--- src/rtl/fec_pkg.sv ---
package fec_pkg;
  localparam int unsigned ADDR_W = 3;
  localparam logic [ADDR_W-1:0] A_PTR0 = 3'd0;
  localparam logic [ADDR_W-1:0] A_PTR1 = 3'd1;
  localparam logic [ADDR_W-1:0] A_PTR2 = 3'd2;
  localparam logic [ADDR_W-1:0] A_CTRL = 3'd3;
  localparam logic [ADDR_W-1:0] A_KEY  = 3'd4;

  localparam int unsigned B_GO   = 1;
  localparam int unsigned B_WEN  = 2;
  localparam int unsigned B_DONE = 3;
  localparam int unsigned B_ESEL = 4;

  typedef enum logic [1:0] {
    UL_IDLE  = 2'd0,
    UL_FIRST = 2'd1,
    UL_ARMED = 2'd2
  } unlock_e;
endpackage

--- src/rtl/fec_unlock.sv ---
module fec_unlock
  import fec_pkg::*;
#(
  parameter logic [7:0] KEY_A = 8'h55,
  parameter logic [7:0] KEY_B = 8'hAA
) (
  input  logic              clk,
  input  logic              rst_n,
  input  logic              wr_en,
  input  logic [ADDR_W-1:0] wr_addr,
  input  logic [7:0]        wr_data,
  output logic              armed
);
  unlock_e st_q, st_d;
  logic    key_wr;

  assign key_wr = wr_en && (wr_addr == A_KEY);

  always_comb begin
    st_d = st_q;
    unique case (st_q)
      UL_IDLE: begin
        if (key_wr && (wr_data == KEY_A)) st_d = UL_FIRST;
      end
      UL_FIRST: begin
        if (wr_en) begin
          if (key_wr && (wr_data == KEY_B)) st_d = UL_ARMED;
          else                              st_d = UL_IDLE;
        end
      end
      UL_ARMED: begin
        if (wr_en) st_d = UL_IDLE;
      end
      default: st_d = UL_IDLE;
    endcase
  end

  always_ff @(posedge clk or negedge rst_n) begin
    if (!rst_n) st_q <= UL_IDLE;
    else        st_q <= st_d;
  end

  assign armed = (st_q == UL_ARMED);

  AST_ARM_AFTER_FIRST: assert property (@(posedge clk) disable iff (!rst_n)
    $rose(armed) |-> ($past(st_q) == UL_FIRST));

  AST_ARM_SINGLE_USE: assert property (@(posedge clk) disable iff (!rst_n)
    (armed && wr_en) |=> !armed);
endmodule

--- src/rtl/fec_regs.sv ---
module fec_regs
  import fec_pkg::*;
#(
  parameter int unsigned PTR_W   = 22,
  parameter int unsigned BLK_LSB = 10
) (
  input  logic                     clk,
  input  logic                     rst_n,
  input  logic                     wr_en,
  input  logic [ADDR_W-1:0]        wr_addr,
  input  logic [7:0]               wr_data,
  input  logic [ADDR_W-1:0]        rd_addr,
  input  logic                     armed,
  input  logic                     busy,
  input  logic                     done_evt,
  output logic                     start_req,
  output logic [PTR_W-BLK_LSB-1:0] blk,
  output logic [7:0]               rdata
);
  localparam int unsigned NB = (PTR_W + 7) / 8;
  localparam int unsigned PW = NB * 8;

  logic [PW-1:0] ptr_pad;
  logic          ctrl_wr;
  logic          wen_q, esel_q, done_q;
  logic          done_d;

  assign ctrl_wr = wr_en && (wr_addr == A_CTRL);

  for (genvar g = 0; g < NB; g++) begin : g_lane
    localparam int unsigned LW = ((PTR_W - g * 8) >= 8) ? 8 : (PTR_W - g * 8);
    localparam logic [7:0]  LMASK = 8'((1 << LW) - 1);
    logic [7:0] lane_q;
    logic       lane_we;
    assign lane_we = wr_en && (wr_addr == ADDR_W'(g));
    always_ff @(posedge clk or negedge rst_n) begin
      if (!rst_n)       lane_q <= '0;
      else if (lane_we) lane_q <= wr_data & LMASK;
    end
    assign ptr_pad[g*8 +: 8] = lane_q;
  end

  assign blk = ptr_pad[PTR_W-1:BLK_LSB];

  assign start_req = ctrl_wr && armed && wr_data[B_GO]
                  && wr_data[B_WEN] && wr_data[B_ESEL];

  always_ff @(posedge clk or negedge rst_n) begin
    if (!rst_n) begin
      wen_q  <= 1'b0;
      esel_q <= 1'b0;
    end else if (ctrl_wr) begin
      wen_q  <= wr_data[B_WEN];
      esel_q <= wr_data[B_ESEL];
    end
  end

  always_comb begin
    done_d = done_q;
    if (done_evt)                        done_d = 1'b1;
    else if (ctrl_wr && !wr_data[B_DONE]) done_d = 1'b0;
  end

  always_ff @(posedge clk or negedge rst_n) begin
    if (!rst_n) done_q <= 1'b0;
    else        done_q <= done_d;
  end

  always_comb begin
    rdata = '0;
    if (rd_addr == A_CTRL) begin
      rdata[B_GO]   = busy;
      rdata[B_WEN]  = wen_q;
      rdata[B_DONE] = done_q;
      rdata[B_ESEL] = esel_q;
    end else begin
      for (int i = 0; i < NB; i++) begin
        if (rd_addr == ADDR_W'(i)) rdata = ptr_pad[i*8 +: 8];
      end
    end
  end

  AST_PTR_FROZEN_BUSY: assert property (@(posedge clk) disable iff (!rst_n)
    busy |=> $stable(ptr_pad));

  AST_DONE_AFTER_END: assert property (@(posedge clk) disable iff (!rst_n)
    done_evt |=> done_q);

  AST_DONE_NO_SELF_SET: assert property (@(posedge clk) disable iff (!rst_n)
    (!done_q && !done_evt) |=> !done_q);
endmodule

--- src/rtl/fec_timer.sv ---
module fec_timer #(
  parameter int unsigned CYCLES = 1000,
  parameter int unsigned BLK_W  = 12
) (
  input  logic             clk,
  input  logic             rst_n,
  input  logic             start,
  input  logic [BLK_W-1:0] blk_in,
  output logic             busy,
  output logic             cmd,
  output logic [BLK_W-1:0] blk_out,
  output logic             done_evt
);
  localparam int unsigned CW = $clog2(CYCLES + 1);
  localparam logic [CW-1:0] LOAD = CW'(CYCLES - 1);

  logic [CW-1:0]    cnt_q, cnt_d;
  logic             busy_d, cmd_d;
  logic             blk_en;

  assign done_evt = busy && (cnt_q == '0);
  assign blk_en   = start && !busy;

  always_comb begin
    cnt_d  = cnt_q;
    busy_d = busy;
    cmd_d  = 1'b0;
    if (busy) begin
      if (cnt_q == '0) busy_d = 1'b0;
      else             cnt_d  = cnt_q - 1'b1;
    end else if (start) begin
      busy_d = 1'b1;
      cnt_d  = LOAD;
      cmd_d  = 1'b1;
    end
  end

  always_ff @(posedge clk or negedge rst_n) begin
    if (!rst_n) begin
      cnt_q <= '0;
      busy  <= 1'b0;
      cmd   <= 1'b0;
    end else begin
      cnt_q <= cnt_d;
      busy  <= busy_d;
      cmd   <= cmd_d;
    end
  end

  always_ff @(posedge clk or negedge rst_n) begin
    if (!rst_n)      blk_out <= '0;
    else if (blk_en) blk_out <= blk_in;
  end

  AST_CMD_ONE_CYCLE: assert property (@(posedge clk) disable iff (!rst_n)
    cmd |=> !cmd);

  AST_CMD_WITH_STALL_RISE: assert property (@(posedge clk) disable iff (!rst_n)
    $rose(busy) |-> cmd);

  AST_CNT_IN_RANGE: assert property (@(posedge clk) disable iff (!rst_n)
    busy |-> (cnt_q <= LOAD));

  AST_CNT_STEPS_DOWN: assert property (@(posedge clk) disable iff (!rst_n)
    (busy && (cnt_q != '0)) |=> (busy && (cnt_q == $past(cnt_q) - 1'b1)));
endmodule

--- src/rtl/flash_erase_ctrl.sv ---
module flash_erase_ctrl
  import fec_pkg::*;
#(
  parameter int unsigned PTR_W        = 22,
  parameter int unsigned BLK_LSB      = 10,
  parameter int unsigned ERASE_CYCLES = 1000,
  parameter logic [7:0]  KEY_A        = 8'h55,
  parameter logic [7:0]  KEY_B        = 8'hAA
) (
  input  logic                     clk,
  input  logic                     rst_n,
  input  logic                     reg_wr,
  input  logic [ADDR_W-1:0]        reg_addr,
  input  logic [7:0]               reg_wdata,
  output logic [7:0]               reg_rdata,
  output logic                     cpu_stall,
  output logic                     ers_cmd,
  output logic [PTR_W-BLK_LSB-1:0] ers_blk
);
  localparam int unsigned BLK_W = PTR_W - BLK_LSB;

  logic             wr_en;
  logic             armed;
  logic             start_req;
  logic             busy;
  logic             done_evt;
  logic [BLK_W-1:0] blk;

  assign wr_en = reg_wr && !busy;

  fec_unlock #(.KEY_A(KEY_A), .KEY_B(KEY_B)) u_unlock (
    .clk     (clk),
    .rst_n   (rst_n),
    .wr_en   (wr_en),
    .wr_addr (reg_addr),
    .wr_data (reg_wdata),
    .armed   (armed)
  );

  fec_regs #(.PTR_W(PTR_W), .BLK_LSB(BLK_LSB)) u_regs (
    .clk       (clk),
    .rst_n     (rst_n),
    .wr_en     (wr_en),
    .wr_addr   (reg_addr),
    .wr_data   (reg_wdata),
    .rd_addr   (reg_addr),
    .armed     (armed),
    .busy      (busy),
    .done_evt  (done_evt),
    .start_req (start_req),
    .blk       (blk),
    .rdata     (reg_rdata)
  );

  fec_timer #(.CYCLES(ERASE_CYCLES), .BLK_W(BLK_W)) u_timer (
    .clk      (clk),
    .rst_n    (rst_n),
    .start    (start_req),
    .blk_in   (blk),
    .busy     (busy),
    .cmd      (ers_cmd),
    .blk_out  (ers_blk),
    .done_evt (done_evt)
  );

  assign cpu_stall = busy;

  AST_STALL_NEEDS_UNLOCK: assert property (@(posedge clk) disable iff (!rst_n)
    $rose(cpu_stall) |-> $past(armed));

  AST_STALL_NEEDS_FLAGS: assert property (@(posedge clk) disable iff (!rst_n)
    $rose(cpu_stall) |-> ($past(reg_wdata[B_WEN]) && $past(reg_wdata[B_ESEL])));

  AST_BLK_HELD_BUSY: assert property (@(posedge clk) disable iff (!rst_n)
    (cpu_stall && !ers_cmd) |-> $stable(ers_blk));
endmodule

--- config.mk ---
export PLATFORM = sky130hd
export DESIGN_NAME = flash_erase_ctrl
export DESIGN_NICKNAME = d
export VERILOG_FILES = /design/src/rtl/fec_pkg.sv /design/src/rtl/fec_unlock.sv /design/src/rtl/fec_regs.sv /design/src/rtl/fec_timer.sv /design/src/rtl/flash_erase_ctrl.sv
export SDC_FILE = /design/constraint.sdc
export NUM_CORES = 1
export LEC_CHECK = 0
export ABC_CLOCK_PERIOD_IN_PS = 4600
export BUFFER_PORTS_ARGS = -buffer_cell sky130_fd_sc_hd__buf_2
export CAP_MARGIN = 20
export CELL_PAD_IN_SITES_DETAIL_PLACEMENT = 0
export CELL_PAD_IN_SITES_GLOBAL_PLACEMENT = 1
export CORE_ASPECT_RATIO = 0.6
export CORE_MARGIN = 2
export CORE_UTILIZATION = 51
export CTS_BUF_LIST = sky130_fd_sc_hd__clkbuf_4 sky130_fd_sc_hd__clkbuf_8
export DETAILED_ROUTE_END_ITERATION = 8
export PLACE_DENSITY = 0.94
export SETUP_SLACK_MARGIN = 0.05
export SYNTH_ARGS = -nofsm -noshare
export SYNTH_HDL_FRONTEND = slang
export SYNTH_SLANG_ARGS = --single-unit
export TNS_END_PERCENT = 20
--- constraint.sdc ---
create_clock -name clk -period 4.6 [get_ports clk]
set_input_delay 0.46 -clock clk [delete_from_list [all_inputs] [get_ports clk]]
set_output_delay 0.46 -clock clk [all_outputs]
set_load 0.01 [all_outputs]
==> flow_summary.toml, run 1 <==
[worst_setup_path]
rr_endpoint = "u_timer.blk_out[2]$_DFFE_PN0P_"
crit_path_end_kind = "output pin"
cp-start-kind = "flop"
timing.critical_path.fanout_max = 17
timing.setup.critical_path_class = "flop to output pin"
crit_path_arrival_time_ps = 1750
setup.worst_path.start = "u_timer.busy$_DFF_PN0_"
rr_worst_depth = 4
worst_setup_path_endpoint = "reg_rdata[1]"
worst_ep_required_time_ps = 4140
timing.rr.start = "u_timer.busy$_DFF_PN0_"
worst-r2r-setup-slack_ps = 2610

[routing]
drcViolationCount = 0
drt-total-wl_um = 5090
viasPerCell = 5.80
drt_iter0_drc = 86
route.vias.total = 1664
postRouteAntennaNets = 0
wl_per_cell_um = 17.7
detail_route.first_pass.iterations = 4

[clock_tree]
clk_path_buf_depth = 2
cts.hold.buffers_added = 0
htreeDepth = 2
numClockSinks = 51
clk_root_buffer_cell = "sky130_fd_sc_hd__clkbuf_8"
numCtsBuffers = 5
clk_lat_worst_skew_ps = 300
post_cts.resized_instances = 0
cts_tree = "done"
clkSlewWorstSetupHoldPaths_ps = 90
post-cts-setup-buffers = 0

[floorplan]
die_area_um2 = 5330
die_extent_in_x_um = 93.0
core_um2 = 4560
num_rows = 19
die_h_um = 57.4
initial_cell_density_of_the_core = 0.530
boundaryPins = 36

[finish]
most_common_cell_after_layout_fill_and_taps_aside = "sky130_fd_sc_hd__dfrtp_1"
drive_gt1_frac = 0.366
layout.cells.most_common_list = "sky130_fd_sc_hd__dfrtp_1 (51), sky130_fd_sc_hd__buf_2 (35), sky130_fd_sc_hd__mux2_2 (25), sky130_fd_sc_hd__mux2_1 (12), sky130_fd_sc_hd__nor2b_1 (9)"
post_layout_nonfiller_instances = 287
utilization = 0.607
antenna_cells = 0
final_net_count = 238
area.growth.synth_to_final_pct = 14.5

[synth]
postSynthNetCount = 201
synthesis.yosys.warnings = 0
portion_of_the_post_synthesis_area_used_by_sequential_elements = 0.527
synth_cell_type_count = 45
biggest_area_consumer_among_synthesized_cells = "sky130_fd_sc_hd__dfrtp_1"
netlist.area_leader.share = 0.527
synth_area_leaders = "sky130_fd_sc_hd__dfrtp_1 (53%), sky130_fd_sc_hd__mux2_2 (12%), sky130_fd_sc_hd__mux2_1 (5.6%)"
ys_ff_latch = 51
postSynthAreaPerCell_um2 = 13.0
post_synth_inst_count = 186
synthesis.area_um2 = 2420

[timing]
timing.final.hold_violations = 0
clock_skew_ps = 5.53
min_period_ps = 2210
setup_viol = 0
setup_total_negative_slack_ps = 0
slew_viol_final = 0
fin_worst_hold_slack_ps = 255
slew_headroom = 0.479
grt_setup_unrepaired = "false"
fin_crit_sh = 0.479
tightest_slew_ps = 778
max_freq_mhz = 453
setup_ws_ps = 2390

[place]
placement.setup.worst_slack_ps = 1820
dpl.cell_count = 278
place.port_buffers = 35
gpl.final_weighted_congestion = 0.799
dpl.hpwl_um = 3430

[pwr]
p_leak_nw = 1.32
ir_drop_mv = 0.185
power_per_cell_area_nw_per_um2 = 281

[global_route]
global_route_wire_length_before_repair_um = 8210
grt_max_degree = 52
grt_util_all_layers = 0.206
antenna_found_initial = 0
grt.overflow.total = 0
grt_pass1_vias = 1531

[outcome]
run_status = "finished clean"

[min_path]
min_path_type = "input port to asynchronous set/reset pin"

[job]
timing.max_cap.violations = 0
==> metrics by stage <==
stage	total power, mW	cell area [µm²]
2_1_floorplan	0.477	2420
3_3_place_gp	0.502	2650
3_5_place_dp	0.502	2650
4_1_cts	0.784	2760
5_1_grt	0.811	2770
6_report	0.780	2770
==> report_power, final <==
group / total (mW) / switching [mW] / internal [mW]
clock network: 0.287 / 0.143 / 0.143
logic: 0.0400 / 0.0253 / 0.0146
registers: 0.453 / 0.00193 / 0.451
==> state kept, by name (all words and copies together), names as in the netlist <==
name / cells
u_unlock.st_q: 2
u_regs.g_lane.lane_q: 22
u_regs.wen_q: 1
u_timer.blk_out: 12
u_timer.busy: 1
u_timer.cmd: 1
u_timer.cnt_q: 10
u_regs.esel_q: 1
u_regs.done_q: 1
==> how the worst min path moves through the flow <==
stage                                                   endpoint                            from  slack, ps
after global routing                u_timer.cnt_q[2]$_DFFE_PN0P_                           rst_n        310
final                               u_timer.cnt_q[6]$_DFFE_PN0P_                           rst_n        260
after global placement            u_timer.blk_out[1]$_DFFE_PN0P_  u_timer.blk_out[1]$_DFFE_PN0P_        470
after floorplan                        u_regs.done_q$_DFFE_PN0P_                           rst_n        160
after detailed placement          u_timer.blk_out[6]$_DFFE_PN0P_  u_timer.blk_out[6]$_DFFE_PN0P_        480
after CTS                 u_regs.g_lane[0].lane_q[3]$_DFFE_PN0P_                           rst_n        290
==> cell families (layout without fill, tap and decap cells) <==
logic type	Yosys count	after routing	share of synthesized area
AOI/OAI and AO/OA	20	20	0.0605
xor gates and xnor gates	6	6	0.0217
adders and majority gates	1	1	0.00517
buffers and inverters	11	49	0.0186
DFF	51	51	0.527
muxes	45	45	0.226
and+or+nand+nor	52	52	0.141
==> area by class of cell <==
class / instances / area [µm²]
clock buffer: 8 / 104
timing repair buffer: 37 / 198
tap: 63 / 78.8
inverter: 4 / 15.0
multi-input combinational: 124 / 1100
sequential: 51 / 1280
fill: 392 / 1790
==> critical path: stages, from the launching register on <==
cell                      delay [ps]
sky130_fd_sc_hd__dfrtp_1         600
sky130_fd_sc_hd__mux4_2          540
sky130_fd_sc_hd__nor2b_1         160
sky130_fd_sc_hd__buf_2           150
==> cell usage after synthesis (all sizes together) <==
cell type / count
dfrtp: 51
mux2: 37
nor2b: 9
nand2: 8
nor2: 8
nand3: 5
xnor2: 5
a21oi: 4
a2bb2oi: 4
buf: 4
inv: 4
mux2i: 4
mux4: 4
o21ai: 4
clkbuf: 3
nor3: 3
nor4: 3
nor4b: 3
a22oi: 2
nand4b: 2
nor3b: 2
nor4bb: 2
o311ai: 2
or3: 2
a22o: 1
a31o: 1
and3: 1
ha: 1
nand3b: 1
nand4: 1
o211ai: 1
o31ai: 1
or3b: 1
or4: 1
xor2: 1
==> layer usage <==
| metal | GRT usage | vias up | part of all wire |
|---|---|---|---|
| met5 | 0 | - | 0 |
| met3 | 0.0515 | 4 | 0.051 |
| met1 | 0.333 | 857 | 0.52 |
| li1 | - | 757 | - |
| met4 | 0.0630 | 0 | 0.0061 |
| met2 | 0.269 | 46 | 0.42 |
Power figures use the tool's default switching activity.
==> run 2, diff against run 1 <==
--- a/config.mk
+++ b/config.mk
@@ -5,17 +5,17 @@
 export SDC_FILE = /design/constraint.sdc
 export NUM_CORES = 1
 export LEC_CHECK = 0
-export ABC_CLOCK_PERIOD_IN_PS = 4600
+export ABC_CLOCK_PERIOD_IN_PS = 2100
 export BUFFER_PORTS_ARGS = -buffer_cell sky130_fd_sc_hd__buf_2
 export CAP_MARGIN = 20
 export CELL_PAD_IN_SITES_DETAIL_PLACEMENT = 0
 export CELL_PAD_IN_SITES_GLOBAL_PLACEMENT = 1
 export CORE_ASPECT_RATIO = 0.6
 export CORE_MARGIN = 2
-export CORE_UTILIZATION = 51
+export CORE_UTILIZATION = 48
 export CTS_BUF_LIST = sky130_fd_sc_hd__clkbuf_4 sky130_fd_sc_hd__clkbuf_8
 export DETAILED_ROUTE_END_ITERATION = 8
-export PLACE_DENSITY = 0.94
+export PLACE_DENSITY = 0.89
 export SETUP_SLACK_MARGIN = 0.05
 export SYNTH_ARGS = -nofsm -noshare
 export SYNTH_HDL_FRONTEND = slang
==> constraint.sdc (replaced) <==
create_clock -name clk -period 2.1 [get_ports clk]
set_input_delay 0.21 -clock clk [delete_from_list [all_inputs] [get_ports clk]]
set_output_delay 0.21 -clock clk [all_outputs]
set_load 0.01 [all_outputs]
==> flow_summary.toml, run 2 (same netlist as run 1, synthesis figures left out) <==
[outcome]
run_status = "finished clean"

[finish]
antenna_cells = 0
final_net_count = 248
multi_input_comb_area_um2 = 1100
design_area_um2 = 2840
most_common_cell_after_layout_fill_and_taps_aside = "sky130_fd_sc_hd__dfrtp_1"
post_layout_nonfiller_instances = 297
area.growth.synth_to_final_pct = 17.4
final-seq-area_um2 = 1280
n_fill_cell = 402
biggestRegsByFlops = "u_regs.g_lane.lane_q (22), u_timer.blk_out (12), u_timer.cnt_q (10)"
max_flop_register = "u_regs.g_lane.lane_q"
layout.cells.most_common_list = "sky130_fd_sc_hd__dfrtp_1 (51), sky130_fd_sc_hd__buf_2 (35), sky130_fd_sc_hd__mux2_2 (25), sky130_fd_sc_hd__mux2_1 (12), sky130_fd_sc_hd__buf_4 (11)"
largest_register_ff_count = 22
drive_gt1_frac = 0.389

[place]
place.port_buffers = 35
gpl.final_weighted_congestion = 0.818
dpl.hpwl_um = 3760
placed_cell_area_um2 = 2730
dpl.cell_count = 288

[global_route]
global_route_wire_length_before_repair_um = 8560
antenna_found_initial = 0
grt.overflow.total = 0
grt_pass1_vias = 1579
grt_max_degree = 29
grt_util_all_layers = 0.211

[worst_setup_path]
timing.setup.critical_path_class = "flop to output pin"
worstPathBufferInverterCount = 2
worst_ep_required_time_ps = 1890
slowest_stage_cell_on_the_critical_path = "sky130_fd_sc_hd__mux4_2"
timing.critical_path.fanout_max = 16
worstPathCellList = "buf_4, mux4_2, nor2b_1, buf_2"
crit_path_arrival_time_ps = 1660
critical_path.top_delay_family = "multiplexers"
slowest_delay_ps = 460
crit_path_end_kind = "output pin"
cp-start-kind = "flop"

[min_path]
min_path_type = "input port to flop"

[clock_tree]
clk_path_buf_depth = 2
post-cts-setup-buffers = 0
cts_tree = "done"
post_cts.resized_instances = 0
clkSlewWorstSetupHoldPaths_ps = 90
clk_root_buffer_cell = "sky130_fd_sc_hd__clkbuf_8"
numClockSinks = 51
clk_lat_worst_skew_ps = 310
htreeDepth = 2
numCtsBuffers = 5

[timing]
setup_viol = 0
clock_skew_ps = 6.24
timing.final.hold_violations = 0
setup_total_negative_slack_ps = 0
slew_headroom = 0.578
tightest_slew_ps = 633
fin_worst_hold_slack_ps = 207
grt_setup_unrepaired = "false"
max_freq_mhz = 536
fin_crit_sh = 0.889
slew_viol_final = 0
min_period_ps = 1870

[floorplan]
die_area_um2 = 5650
die_extent_in_x_um = 95.7
boundaryPins = 36
die_h_um = 59.0
core_um2 = 4710
initial_cell_density_of_the_core = 0.514
num_rows = 19

[routing]
drcViolationCount = 0
detail_route.first_pass.iterations = 4
wl_per_cell_um = 17.5
drt_iter0_drc = 70
viasPerCell = 5.58
postRouteAntennaNets = 0
drt-total-wl_um = 5190
route.vias.total = 1658

[pwr]
p_leak_nw = 1.36
power_per_cell_area_nw_per_um2 = 602
ir_drop_mv = 0.457

[job]
timing.max_cap.violations = 0
run 2: cell types whose count changed in the layout (fill, tap and decap cells not counted), sizes merged:
cell	previous run	this run
buf	37	46
dlygate4sd3	0	1
clkinvlp	0	1
clkbuf	8	7
run 2: metal layers:
layer	GRT usage	wire length [µm]	share of wire
met3	0.0458	211	0.041
met1	0.350	2880	0.55
met5	0	0	0
met2	0.269	2040	0.39
met4	0.0673	56	0.011
run 2: repair_timing:
| action | CTS | global route |
|---|---|---|
| hold buffers | 1 | 0 |
| hold endpoints to repair | 26 | 0 |
| setup endpoints to repair | 0 | 0 |
run 2: worst reg2reg max path: stages, from the launching register on:
cell,delay [ps]
sky130_fd_sc_hd__dfrtp_1,400
sky130_fd_sc_hd__inv_1,90
sky130_fd_sc_hd__ha_1,190
sky130_fd_sc_hd__nor3b_1,330
sky130_fd_sc_hd__a31o_2,280
sky130_fd_sc_hd__nand2_2,120
sky130_fd_sc_hd__mux2_2,280
run 2: final timing paths:
kind / slack (ps) / to / depth (start not counted) / startpoint
worst max-delay path: 230 / reg_rdata[1] / 4 / u_timer.busy$_DFF_PN0_
max in group asynchronous: 1010 / u_regs.g_lane[0].lane_q[4]$_DFFE_PN0P_ / 3 / rst_n
worst min register to register: 490 / u_timer.blk_out[2]$_DFFE_PN0P_ / 1 / u_timer.blk_out[2]$_DFFE_PN0P_
worst min-delay path: 210 / u_regs.g_lane[0].lane_q[6]$_DFFE_PN0P_ / 2 / reg_wdata[6]
worst max register to register: 300 / u_timer.cnt_q[0]$_DFFE_PN0P_ / 6 / u_timer.cnt_q[0]$_DFFE_PN0P_
min in group asynchronous: 460 / u_timer.cmd$_DFF_PN0_ / 2 / rst_n
run 2: area by class of cell:
type,instances,share of cell area
clock inverter,1,0.00264
inverter,4,0.00528
timing repair buffer,47,0.0942
multi-input combinational,124,0.387
clock buffer,7,0.0339
tap,63,0.0277
sequential,51,0.449
run 2: stage by stage:
stage           util  setup slack (ps)  power [mW]
5_1_grt        0.604               111        1.78
3_5_place_dp   0.579               340        1.11
3_3_place_gp   0.579               372        1.11
4_1_cts        0.604               219        1.73
2_1_floorplan      -               483        1.05
6_report       0.604               233        1.71
run 2: where the power goes:
group	switching, mW	internal, mW
Sequential	0.00421	0.988
Combinational	0.0596	0.0393
Clock	0.319	0.300
==> run 3, diff against run 2 <==
--- a/config.mk
+++ b/config.mk
@@ -5,17 +5,17 @@
 export SDC_FILE = /design/constraint.sdc
 export NUM_CORES = 1
 export LEC_CHECK = 0
-export ABC_CLOCK_PERIOD_IN_PS = 2100
+export ABC_CLOCK_PERIOD_IN_PS = 1600
 export BUFFER_PORTS_ARGS = -buffer_cell sky130_fd_sc_hd__buf_2
 export CAP_MARGIN = 20
 export CELL_PAD_IN_SITES_DETAIL_PLACEMENT = 0
 export CELL_PAD_IN_SITES_GLOBAL_PLACEMENT = 1
 export CORE_ASPECT_RATIO = 0.6
 export CORE_MARGIN = 2
-export CORE_UTILIZATION = 48
+export CORE_UTILIZATION = 43
 export CTS_BUF_LIST = sky130_fd_sc_hd__clkbuf_4 sky130_fd_sc_hd__clkbuf_8
 export DETAILED_ROUTE_END_ITERATION = 8
-export PLACE_DENSITY = 0.89
+export PLACE_DENSITY = 0.85
 export SETUP_SLACK_MARGIN = 0.05
 export SYNTH_ARGS = -nofsm -noshare
 export SYNTH_HDL_FRONTEND = slang
==> constraint.sdc (replaced) <==
create_clock -name clk -period 1.6 [get_ports clk]
set_input_delay 0.16 -clock clk [delete_from_list [all_inputs] [get_ports clk]]
set_output_delay 0.16 -clock clk [all_outputs]
set_load 0.01 [all_outputs]
==> flow_summary.toml, run 3 (same netlist as run 1, synthesis figures left out) <==
[global_route]
grt_max_degree = 33
antenna_found_initial = 0
grt_pass1_vias = 1864
grt.overflow.total = 0
global_route_wire_length_before_repair_um = 9630
grt_util_all_layers = 0.200

[floorplan]
initial_cell_density_of_the_core = 0.441
core_um2 = 5490
die_extent_in_x_um = 101
num_rows = 21
boundaryPins = 36
die_area_um2 = 6270
die_h_um = 62.1

[finish]
antenna_cells = 0
n_fill_cell = 470
max_flop_register = "u_regs.g_lane.lane_q"
layout.cells.most_common_list = "sky130_fd_sc_hd__dfrtp_1 (50), sky130_fd_sc_hd__buf_2 (37), sky130_fd_sc_hd__buf_4 (27), sky130_fd_sc_hd__mux2_2 (24), sky130_fd_sc_hd__mux2_1 (12)"
biggestRegsByFlops = "u_regs.g_lane.lane_q (22), u_timer.blk_out (12), u_timer.cnt_q (10)"
largest_register_ff_count = 22
drive_gt1_frac = 0.482
most_common_cell_after_layout_fill_and_taps_aside = "sky130_fd_sc_hd__dfrtp_1"
final_net_count = 272
area.growth.synth_to_final_pct = 29.4

[min_path]
timing.hold.worst.start = "reg_wdata[5]"
min_path_type = "input port to flop"
min_path_cells = 2
holdPathEnd = "u_regs.g_lane[2].lane_q[5]$_DFFE_PN0P_"

[worst_setup_path]
slowest_stage_cell_on_the_critical_path = "sky130_fd_sc_hd__or4_4"
worst-r2r-setup-slack_ps = -140
worst_ep_required_time_ps = 1770
timing.setup.critical_path_class = "flop to flop"
critical_path.top_delay_family = "simple AND/OR/NAND/NOR gates"
cp-start-kind = "flop"
rr_endpoint = "u_timer.cnt_q[9]$_DFFE_PN0P_"
worstPathBufferInverterCount = 1
timing.rr.start = "u_timer.cnt_q[1]$_DFFE_PN0P_"
slowest_delay_ps = 580
crit_path_arrival_time_ps = 1920
crit_path_end_kind = "flop"
rr_worst_depth = 5
worstPathCellList = "buf_6, or4_4, nor4_4, xnor2_1, a22oi_1"
timing.critical_path.fanout_max = 4

[place]
place.port_buffers = 35
placement.setup.worst_slack_ps = -109
dpl.hpwl_um = 4060
gpl.final_weighted_congestion = 0.824

[routing]
wl_per_cell_um = 18.5
drt_iter0_drc = 149
viasPerCell = 5.46
route.vias.total = 1781
detail_route.first_pass.iterations = 4
drcViolationCount = 0
drt-total-wl_um = 6040
postRouteAntennaNets = 0

[clock_tree]
numClockSinks = 51
numCtsBuffers = 5
clk_lat_worst_skew_ps = 310
htreeDepth = 2
clk_path_buf_depth = 2
clkSlewWorstSetupHoldPaths_ps = 90
cts_tree = "done"
clk_root_buffer_cell = "sky130_fd_sc_hd__clkbuf_8"

[pwr]
power.total_mw = 2.19
p_leak_nw = 1.53
ir_drop_mv = 0.331
power_per_cell_area_nw_per_um2 = 699

[timing]
clock_skew_ps = 11.0
fin_crit_sh = 1.09
grt_setup_unrepaired = "true"
setup_viol = 5
timing.final.hold_violations = 0
max_freq_mhz = 574
slew_headroom = 0.676
setup_ws_ps = -141
tightest_slew_ps = 485
min_period_ps = 1740
slew_viol_final = 0

[job]
timing.max_cap.violations = 0

[outcome]
violations_in_the_final_reports = "negative setup slack"
run_status = "complete, but fails checks"
-- run 3: changes by cell type in the layout (fill, tap and decap cells not counted), moves of 2 or more --
| cell | delta |
|---|---|
| sky130_fd_sc_hd__buf_2 | +2 |
| sky130_fd_sc_hd__buf_4 | +16 |
| sky130_fd_sc_hd__buf_6 | +5 |
| sky130_fd_sc_hd__inv_1 | -2 |
| sky130_fd_sc_hd__inv_2 | +2 |
-- run 3: timing repair --
action,4_1_cts,5_1_grt
setup buffers,4,6
hold endpoints to repair,19,0
pin swaps,4,6
hold buffers,1,0
gates resized for setup,9,14
setup endpoints to repair,10,26
gates cloned,0,2
-- run 3: how the worst max path moves through the flow --
stage,start,slack (ps),to,depth (start not counted)
after floorplan,u_timer.cnt_q[0]$_DFFE_PN0P_,-10,u_timer.cnt_q[8]$_DFFE_PN0P_,6
after detailed placement,u_timer.cnt_q[0]$_DFFE_PN0P_,-110,u_timer.cnt_q[8]$_DFFE_PN0P_,6
final,u_timer.cnt_q[1]$_DFFE_PN0P_,-140,u_timer.cnt_q[9]$_DFFE_PN0P_,5
after global routing,u_timer.cnt_q[1]$_DFFE_PN0P_,-210,u_timer.cnt_q[9]$_DFFE_PN0P_,5
after global placement,u_timer.cnt_q[0]$_DFFE_PN0P_,-10,u_timer.cnt_q[8]$_DFFE_PN0P_,6
after CTS,u_timer.cnt_q[0]$_DFFE_PN0P_,-90,u_timer.cnt_q[7]$_DFFE_PN0P_,5
-- run 3: stage by stage --
step	cell area (µm²)	cells	hold slack (ps)	utilization	TNS, ps
floorplan	2430	186	-136	-	-10.3
global placement	2840	306	144	0.518	-11.6
detailed placement	2840	306	149	0.518	-167
CTS	3010	318	142	0.547	-298
global route	3130	326	139	0.570	-1430
finish	3130	326	152	0.570	-341
-- run 3: area by class of cell --
type / count / area [µm²] / area share
Clock buffer: 6 / 82.6 / 0.0264
Multi-Input combinational cell: 124 / 1190 / 0.380
Inverter: 4 / 15.0 / 0.00479
Timing Repair Buffer: 71 / 474 / 0.151
Tap cell: 69 / 86.3 / 0.0276
Clock inverter: 1 / 5.00 / 0.00160
Sequential cell: 51 / 1280 / 0.408
-- run 3: per-layer routing --
metal / up-vias / track usage / wire length [µm]
li1: 827 / - / -
met1: 893 / 0.306 / 3010
met2: 52 / 0.282 / 2640
met3: 9 / 0.0473 / 325
met4: 0 / 0.0548 / 62
met5: - / 0 / 0
-- run 3: where the power goes --
part / leakage (nW) / internal, mW / total, mW / switching [mW]
Sequential: 0.663 / 1.30 / 1.30 / 0.00572
Clock: 0.0470 / 0.340 / 0.747 / 0.407
Combinational: 0.822 / 0.0601 / 0.141 / 0.0812
